--- src/rtl/ecc_scrub_ctrl.sv ---
module ecc_scrub_ctrl #(
  parameter int DEPTH = 64,
  parameter int CW    = 8,
  localparam int AW   = $clog2(DEPTH)
) (
  input  logic          clk,
  input  logic          rst_n,
  input  logic          req_valid,
  input  logic          req_write,
  input  logic [AW-1:0] req_addr,
  input  logic [7:0]    req_wdata,
  output logic          rsp_valid,
  output logic [7:0]    rsp_data,
  output logic          rsp_dbl,
  input  logic          err_clear,
  input  logic          upset_en,
  input  logic [AW-1:0] upset_addr,
  input  logic [12:0]   upset_mask,
  output logic [CW-1:0] corr_count,
  output logic [CW-1:0] uncorr_count,
  output logic          uncorr_flag
);
  localparam logic [CW-1:0] CMAX = '1;
  localparam logic [AW-1:0] LAST = AW'(DEPTH - 1);

  function automatic logic [12:0] encode(input logic [7:0] d);
    logic [12:0] c;
    c = '0;
    c[3] = d[0]; c[5] = d[1]; c[6] = d[2]; c[7] = d[3];
    c[9] = d[4]; c[10] = d[5]; c[11] = d[6]; c[12] = d[7];
    c[1] = c[3] ^ c[5] ^ c[7] ^ c[9] ^ c[11];
    c[2] = c[3] ^ c[6] ^ c[7] ^ c[10] ^ c[11];
    c[4] = c[5] ^ c[6] ^ c[7] ^ c[12];
    c[8] = c[9] ^ c[10] ^ c[11] ^ c[12];
    c[0] = ^c[12:1];
    return c;
  endfunction

  logic [12:0]   mem [DEPTH];
  logic [AW-1:0] scrub_ptr, wb_addr, rd_addr;
  logic [12:0]   wb_code, raw, fixed;
  logic          wb_pend;
  logic [3:0]    syn;
  logic          par, sgl, dbl;

  wire bus_rd   = req_valid && !req_write;
  wire bus_wr   = req_valid && req_write;
  wire scrub_rd = !req_valid && !wb_pend;
  wire wb_go    = !req_valid && wb_pend;
  wire chk      = bus_rd || scrub_rd;
  wire hit_sgl  = chk && sgl;
  wire hit_dbl  = chk && dbl;

  assign rd_addr = req_valid ? req_addr : scrub_ptr;
  assign raw     = mem[rd_addr];
  assign par     = ^raw;

  always_comb begin
    syn = '0;
    for (int i = 1; i < 13; i++)
      if (raw[i]) syn = syn ^ 4'(i);
  end

  assign sgl   = par && (syn < 4'd13);
  assign dbl   = (!par && syn != 4'd0) || (par && syn >= 4'd13);
  assign fixed = sgl ? (raw ^ (13'(1) << syn)) : raw;

  always_ff @(posedge clk) begin
    if (bus_wr)     mem[req_addr] <= encode(req_wdata);
    else if (wb_go) mem[wb_addr]  <= wb_code;
    if (upset_en)   mem[upset_addr] <= mem[upset_addr] ^ upset_mask;
  end

  always_ff @(posedge clk) begin
    if (!rst_n) begin
      scrub_ptr    <= '0;
      wb_pend      <= 1'b0;
      wb_addr      <= '0;
      wb_code      <= '0;
      rsp_valid    <= 1'b0;
      rsp_data     <= '0;
      rsp_dbl      <= 1'b0;
      corr_count   <= '0;
      uncorr_count <= '0;
      uncorr_flag  <= 1'b0;
    end else begin
      if (scrub_rd) scrub_ptr <= (scrub_ptr == LAST) ? '0 : scrub_ptr + 1'b1;
      if (hit_sgl) begin
        wb_pend <= 1'b1;
        wb_addr <= rd_addr;
        wb_code <= fixed;
      end else if ((bus_wr && req_addr == wb_addr) || wb_go) begin
        wb_pend <= 1'b0;
      end
      rsp_valid <= bus_rd;
      rsp_dbl   <= bus_rd && dbl;
      if (bus_rd)
        rsp_data <= {fixed[12], fixed[11], fixed[10], fixed[9],
                     fixed[7], fixed[6], fixed[5], fixed[3]};
      if (hit_sgl && corr_count != CMAX)   corr_count   <= corr_count + 1'b1;
      if (hit_dbl && uncorr_count != CMAX) uncorr_count <= uncorr_count + 1'b1;
      if (hit_dbl)        uncorr_flag <= 1'b1;
      else if (err_clear) uncorr_flag <= 1'b0;
    end
  end

  AST_CORR_SAT: assert property (@(posedge clk) disable iff (!rst_n)
    $past(corr_count) == CMAX |-> corr_count == CMAX);
  AST_UNCORR_SAT: assert property (@(posedge clk) disable iff (!rst_n)
    $past(uncorr_count) == CMAX |-> uncorr_count == CMAX);
  AST_CORR_MONO: assert property (@(posedge clk) disable iff (!rst_n)
    corr_count >= $past(corr_count));
  AST_FLAG_STICKY: assert property (@(posedge clk) disable iff (!rst_n)
    $past(uncorr_flag) && !$past(err_clear) |-> uncorr_flag);
  AST_FLAG_ON_COUNT: assert property (@(posedge clk) disable iff (!rst_n)
    uncorr_count != $past(uncorr_count) |-> uncorr_flag);
  AST_SCRUB_HOLD: assert property (@(posedge clk) disable iff (!rst_n)
    req_valid |=> $stable(scrub_ptr));
  AST_WB_DRAIN: assert property (@(posedge clk) disable iff (!rst_n)
    wb_pend && !req_valid |=> !wb_pend);
  AST_RSP_AFTER_READ: assert property (@(posedge clk) disable iff (!rst_n)
    rsp_valid |-> $past(req_valid) && !$past(req_write));
endmodule

--- config.mk ---
export PLATFORM = sky130hd
export DESIGN_NAME = ecc_scrub_ctrl
export DESIGN_NICKNAME = d
export VERILOG_FILES = /design/src/rtl/ecc_scrub_ctrl.sv
export SDC_FILE = /design/constraint.sdc
export NUM_CORES = 2
export LEC_CHECK = 0
export BUFFER_PORTS_ARGS = -buffer_cell sky130_fd_sc_hd__buf_2
export CELL_PAD_IN_SITES_DETAIL_PLACEMENT = 1
export CELL_PAD_IN_SITES_GLOBAL_PLACEMENT = 2
export CORE_MARGIN = 1.5
export CORE_UTILIZATION = 40
export DETAILED_ROUTE_END_ITERATION = 10
export PLACE_DENSITY_LB_ADDON = 0.1
export SLEW_MARGIN = 0
export SYNTH_ARGS = -nofsm -noshare
export SYNTH_HDL_FRONTEND = slang
export SYNTH_SLANG_ARGS = --single-unit
--- constraint.sdc ---
create_clock -name clk -period 5.2 [get_ports clk]
set_input_delay 0.52 -clock clk [delete_from_list [all_inputs] [get_ports clk]]
set_output_delay 0.52 -clock clk [all_outputs]
set_load 0.005 [all_outputs]
# Word-level counts from Yosys, hierarchy flattened

Memories as Yosys holds them, arrays and structs flattened.
Cells that the tools add are included.

Add/sub/neg operators: 3
Order comparisons: 2
Equality and inequality tests: 4
Shift-type cells: 1
Mux-type cells: 29
Bitwise logic cells: 27
Reductions and logical operators: 26

Operators by type and width:

| kind                 | count |
|---|---|
| $mux 13              | 2 |
| $xor 13x13->13       | 2 |
| $mux 4               | 5 |
| $mux 6               | 3 |
| $add 8x1->8 const B  | 2 |
| $ne 8x8->1 const B   | 2 |
| $xor 1x1->1          | 14 |
| $logic_and 1x1->1    | 13 |
| $mux 1               | 13 |
| $reduce_or 13->1     | 1 |
| $reduce_xor 13->1    | 1 |
| $shl 1x4->13 const A | 1 |
| $mux 3               | 4 |
| $not 2->2            | 6 |
| $reduce_xor 12->1    | 1 |
| $add 6x1->6 const B  | 1 |
| $eq 6x6->1           | 1 |
| $eq 6x6->1 const B   | 1 |
| $not 3->3            | 2 |
| $ge 4x4->1 const B   | 1 |
| $logic_not 1->1      | 4 |
| $lt 4x4->1 const B   | 1 |
| $mux 2               | 2 |
| $reduce_bool 2->1    | 2 |
| 3 further kinds      | 7 |

Flip-flop bits (word level): 53
Memory bits (writable): 832
Input bits: 39
Output and inout bits: 27
Logic and storage cells: 103
Memories kept: 1

Memories:

| name | depth | bits a word | rd ports | clocked after memory_dff | wr ports | RTL line | RTL |
|---|---|---|---|---|---|---|---|
| mem  | 64    | 13          | 2        | 0                        | 2        | 39       | `logic [12:0] mem [DEPTH];` |

# Logic depth before layout (Yosys ltp)

An unclocked memory read counts as a cell.

Depth in word-level cells: 27
Gate-level depth with buffers: 21
Depth with buffers taken out: 13

# Worst setup path after synthesis

Ideal clock, no wire load.

Kind: input -> register
Start point: in req_valid
End point: reg corr_count[7]
Setup time: 116 ps
Arrival: 4,373 ps
Data required time: 5,084 ps
Setup slack: 711 ps
Cell stages on the path: 15
Buffers on the path: 2
Cells stage by stage: buf_6 -> mux2_4 -> buf_6 -> mux2_1 -> a222oi_1 -> nor2_1 -> or4_1 -> o221ai_2 -> xor2_1 -> xnor3_2 -> xor2_1 -> nand2_1 -> a21o_1 -> or4_1 -> o211a_1

Longest elaborated chain between the ends: 23
Elaborated cells on any way between the ends: 31
Classes of those cells: order compare (1); mux (13); bitwise (8); reduce/logical (8); memory (1)

RTL lines:

| item                       | RTL line | RTL |
|---|---|---|
| from (decl)                | 8        | `input logic req_valid,` |
| $mux 6                     | 54       | `assign rd_addr = req_valid ? req_addr : scrub_ptr;` |
| $mem_v2 64x13              | n/a      |  |
| $mux 1                     | 61       | `if (raw[i]) syn = syn ^ 4'(i);` |
| $mux 2                     | 61       |  |
| $not 2->2 (no source line) | n/a      |  |
| $mux 2                     | 61       |  |
| $mux 3                     | 61       |  |
| $not 2->2 (no source line) | n/a      |  |
| [... 5 more ...]           | n/a      |  |
| $not 2->2 (no source line) | n/a      |  |
| $mux 4 (2 in a row)        | 61       |  |
| $not 3->3 (no source line) | n/a      |  |
| $mux 4 (2 in a row)        | 61       |  |
| $lt 4x4->1                 | 64       | `assign sgl = par && (syn < 4'd13);` |
| $logic_and 1x1->1          | 64       |  |
| $logic_and 1x1->1 *        | 51       | `wire hit_sgl = chk && sgl;` |
| $logic_and 1x1->1 *        | 100      | `if (hit_sgl && corr_count != CMAX) corr_count <= corr_count + 1'b1;` |
| to (signal assigned)       | 100      |  |
| to (decl)                  | 19       | `output logic [CW-1:0] corr_count,` |

Every way passes the cells marked *; elsewhere a longest branch is shown, timed or not.
A chain may end at the register's enable or synchronous reset.

# Worst setup path after layout

Start point: reg scrub_ptr[2]
End point: reg uncorr_count[1]

Longest elaborated chain between the ends: 24
Elaborated cells on any way between the ends: 31
Classes of those cells: order compare (1); mux (13); bitwise (8); reduce/logical (8); memory (1)

RTL lines:

| item                                                   | RTL line | RTL |
|---|---|---|
| from (decl)                                            | 40       | `logic [AW-1:0] scrub_ptr, wb_addr, rd_addr;` |
| from (signal assigned)                                 | 87       | `if (scrub_rd) scrub_ptr <= (scrub_ptr == LAST) ? '0 : scrub_ptr + 1'b1;` |
| $mux 6 *                                               | 54       |  |
| $mem_v2 64x13 *                                        | n/a      |  |
| $mux 1                                                 | 61       |  |
| $mux 2                                                 | 61       |  |
| $not 2->2 (no source line)                             | n/a      |  |
| $mux 2                                                 | 61       |  |
| $mux 3                                                 | 61       |  |
| $not 2->2 (no source line)                             | n/a      |  |
| [... 6 more ...]                                       | n/a      |  |
| $mux 4 (2 in a row)                                    | 61       |  |
| $not 3->3 (no source line)                             | n/a      |  |
| $mux 4 (2 in a row)                                    | 61       |  |
| $ge 4x4->1 / $reduce_bool 4->1 (equally long branches) | 65       | `assign dbl = (!par && syn != 4'd0) \|\| (par && syn >= 4'd13);` |
| $logic_and 1x1->1                                      | 65       |  |
| $logic_or 1x1->1 *                                     | 65       |  |
| $logic_and 1x1->1 *                                    | 52       | `wire hit_dbl = chk && dbl;` |
| $logic_and 1x1->1 *                                    | 101      | `if (hit_dbl && uncorr_count != CMAX) uncorr_count <= uncorr_count + 1'b1;` |
| to (signal assigned)                                   | 101      |  |
| to (decl)                                              | 20       | `output logic [CW-1:0] uncorr_count,` |

Marked as above.

==> results.cfg <==
[yosys]
synth_xor_xnor_area_share = 0.0142
avgSynthCellArea_sq_um = 9.64
netlist_area_sq_mm = 0.0501
synth_compound_area_frac = 0.205
synth_edf_count = 832
synth_top_area_share = 0.498
synth.distinct_cells = 83
synth_flop_cell = edfxtp_1
ys_seq_elements = 885
ys_seq_area_frac = 0.520
synth_top_family_by_area = compound AO/OA/AOI/OAI gates
synth.area.top_cells = edfxtp_1 50%, a21oi_1 7.1%, nor2_1 5.9%
synthTopCellsByCount = 832 x edfxtp_1, 784 x nor2_1, 711 x a21oi_1, 621 x nand2_1, 417 x clkbuf_1
synth-simple-area-share = 0.149
yosysMostFrequentCell = edfxtp_1
yosys-mux-area-fraction = 0.0642
synth-async-reset-ratio = 0
syn_inst = 5198
yosysWarningCount = 0
synth_nets = 5240
synth_top_cell_by_area = edfxtp_1
synth_fa_ha_area_frac = 0.000749

[outcome]
outcome = finished with violations
violations = DRC

[sta]
relSlewSlack = 0.0550
setup_viol = 0
hold_viol = 0
fmax_mhz = 195
slew_viol_final = 0
fin_skew_ns = 0.0391
max_slew.worst_pin.slew_ns = 1.41
post-route-min-period_ns = 5.13
fin_crit_sh = 0.986

[clock_network]
clock_path_buffers = 3
cts_tree = built
cts_root_buf = clkbuf_16
numCtsBuffers = 106
postCtsSetupBuffers = 0
clk_latency_ns = 0.75
clkSinkCount = 885
path_clk_slew_ns = 0.06
htreeDepth = 3

[min_path]
min_delay_path_depth = 3
hp-start = err_clear
hold_end = uncorr_flag
worstHoldPathType = in2reg

[grt]
antenna_found_initial = 14
grt_pass1_wl_mm = 355
gr-usage-all-layers = 0.392
first_global_vias = 46400
overflow = 0
grt_max_degree = 65

[worst_setup_path]
reg2reg_depth = 19
crit_arrival_ns = 5.75
crit_path_start_kind = register
timing.rr.end = uncorr_count[1]
rr_startpoint = scrub_ptr[2]
endpoint_kind = register
r2r_slack_ns = 0.07
crit_fanout = 19
cp_data_required_time_ns = 5.82
crit_type = reg2reg

[route]
final_antenna_net_count = 0
post_drt_wl_per_cell_um = 36.1
wirelength_mm = 254
viasPerCell = 6.72
drc = 16
vias = 47300
drtIter0Drc = 6220
firstDrtPassIters = 9

[layout]
area_growth_pct = 17.8
drive_above_1_share = 0.172
stdcell_count = 7040
stdcell_area_sq_mm = 0.0591
final_nets = 5351

[power]
power.density_mw_per_mm2 = 388
power.leakage_nw = 20.2
vdd_drop_max_uv = 282

[floorplanning]
ios = 66
fp.dieArea_sq_mm = 0.127
start_util = 0.404
die_x_um = 357
coreArea_sq_mm = 0.124
fp.dieH_um = 357
core.rowCount = 129

[place]
placed_area_sq_mm = 0.0555
dp_hpwl_mm = 171
io_buffers = 65
place.gp.congestion = 1.01
post-place-cells = 6838

[flow_run]
maxCapViolCount = 0
[sequential cells by signal, summed over array words and instances, names as in the netlist, 6 cells and up]
register	cells
corr_count	8
wb_addr	6
uncorr_count	8
rsp_data	8
mem	832
scrub_ptr	6
wb_code	13
[final cells by class]
class,instances,area (sq um)
Fill cell,13700,64900
Sequential cell,885,26000
Multi-Input combinational cell,3748,22500
Timing Repair Buffer,557,4880
Clock buffer,131,2830
Tap cell,1637,2050
Clock inverter,66,677
Inverter,11,41.3
Antenna cell,5,12.5
[cell usage in the layout, fill, tap and decap left out, types with 9 or more instances in the layout]
master	count
a21oi_1	710
dfxtp_1	51
a22oi_1	230
buf_12	69
o22ai_2	41
a311oi_1	13
nor2_1	738
buf_2	65
clkbuf_16	108
edfxtp_1	832
mux2i_1	223
nor4_1	32
clkbuf_1	19
mux2_2	21
a22o_1	100
mux4_2	26
nand2b_1	14
o21ai_0	83
and3_1	11
o22ai_1	36
a32oi_1	22
nand4_1	44
or4_1	9
xnor2_2	14
clkinv_2	26
xnor2_1	31
nand3_1	207
nor2_2	46
o21ai_1	25
o22a_1	11
a31oi_1	118
buf_4	423
inv_1	11
nor3_1	13
a221oi_1	110
nand2_1	612
a222oi_1	26
clkinv_1	20
xor2_1	21
bufinv_16	13
[report_power, final]
part / internal, mW / total (mW) / switching [mW]
clock network: 4.49 / 7.76 / 3.27
registers: 8.35 / 8.49 / 0.133
logic: 2.35 / 6.68 / 4.32
[worst max path at each step]
stage	cells after the start	slack [ns]	start	endpoint
2_1_floorplan	15	0.71	req_valid	corr_count[7]
3_3_place_gp	19	-0.13	req_valid	uncorr_count[7]
3_5_place_dp	17	-0.18	req_valid	corr_count[7]
4_1_cts	18	0.006	scrub_ptr[0]	corr_count[7]
5_1_grt	18	-0.01	scrub_ptr[1]	uncorr_count[4]
6_report	19	0.07	scrub_ptr[2]	uncorr_count[1]
[metrics by stage]
step	util	worst slack [ns]	power, mW	TNS, ns	hold slack [ns]
after floorplan	-	0.711	12.2	0	0.453
after global placement	0.448	-0.126	14.9	-0.521	0.460
after detailed placement	0.448	-0.184	15.1	-3.12	0.470
after CTS	0.476	0.00596	22.8	0	0.0219
after global routing	0.476	-0.0100	23.6	-0.0100	0.0617
final	0.476	0.0747	22.9	0	0.0533
[timing repair]
item / CTS / global route
hold buffers: 0 / 0
setup endpoints to repair: 0 / 39
resized for setup: 0 / 10
[per-layer routing]
layer | global-route usage | share of wire | wire length [um] | vias to the layer above
met5 | 0 | 0.00024 | 60 | -
met3 | 0.101 | 0.11 | 28900 | 664
li1 | - | - | - | 19700
met2 | 0.594 | 0.44 | 111000 | 3005
met4 | 0.207 | 0.060 | 15300 | 10
met1 | 0.516 | 0.39 | 98900 | 23900
[critical path, stage by stage, from the launching register on]
cell and delay (ns):
dfxtp_1 0.59, inv_1 0.27, o32ai_4 0.52, buf_12 0.28, nand3_1 0.18, a31oi_1 0.28
a21oi_1 0.11, buf_4 0.19, nor4_4 0.48, xnor2_1 0.24, xnor2_4 0.36, buf_4 0.18
xor2_1 0.12, nor3_1 0.06, buf_4 0.14, o31ai_2 0.47, buf_12 0.19, buf_4 0.11
nor2_1 0.06, mux2i_1 0.14
[cell families (layout without fill, tap and decap cells)]
| family | count (synthesis) | count (layout) |
|---|---|---|
| AND/OR/NAND/NOR | 1785 | 1785 |
| AO/OA/AOI/OAI | 1605 | 1605 |
| other | 0 | 5 |
| multiplexers | 283 | 283 |
| buffers and inverters | 565 | 765 |
| adder cells (fa/ha/maj) | 3 | 3 |
| XOR/XNOR | 72 | 72 |
| flip-flops | 885 | 885 |
No activity file was read; power rests on OpenSTA's default activity.
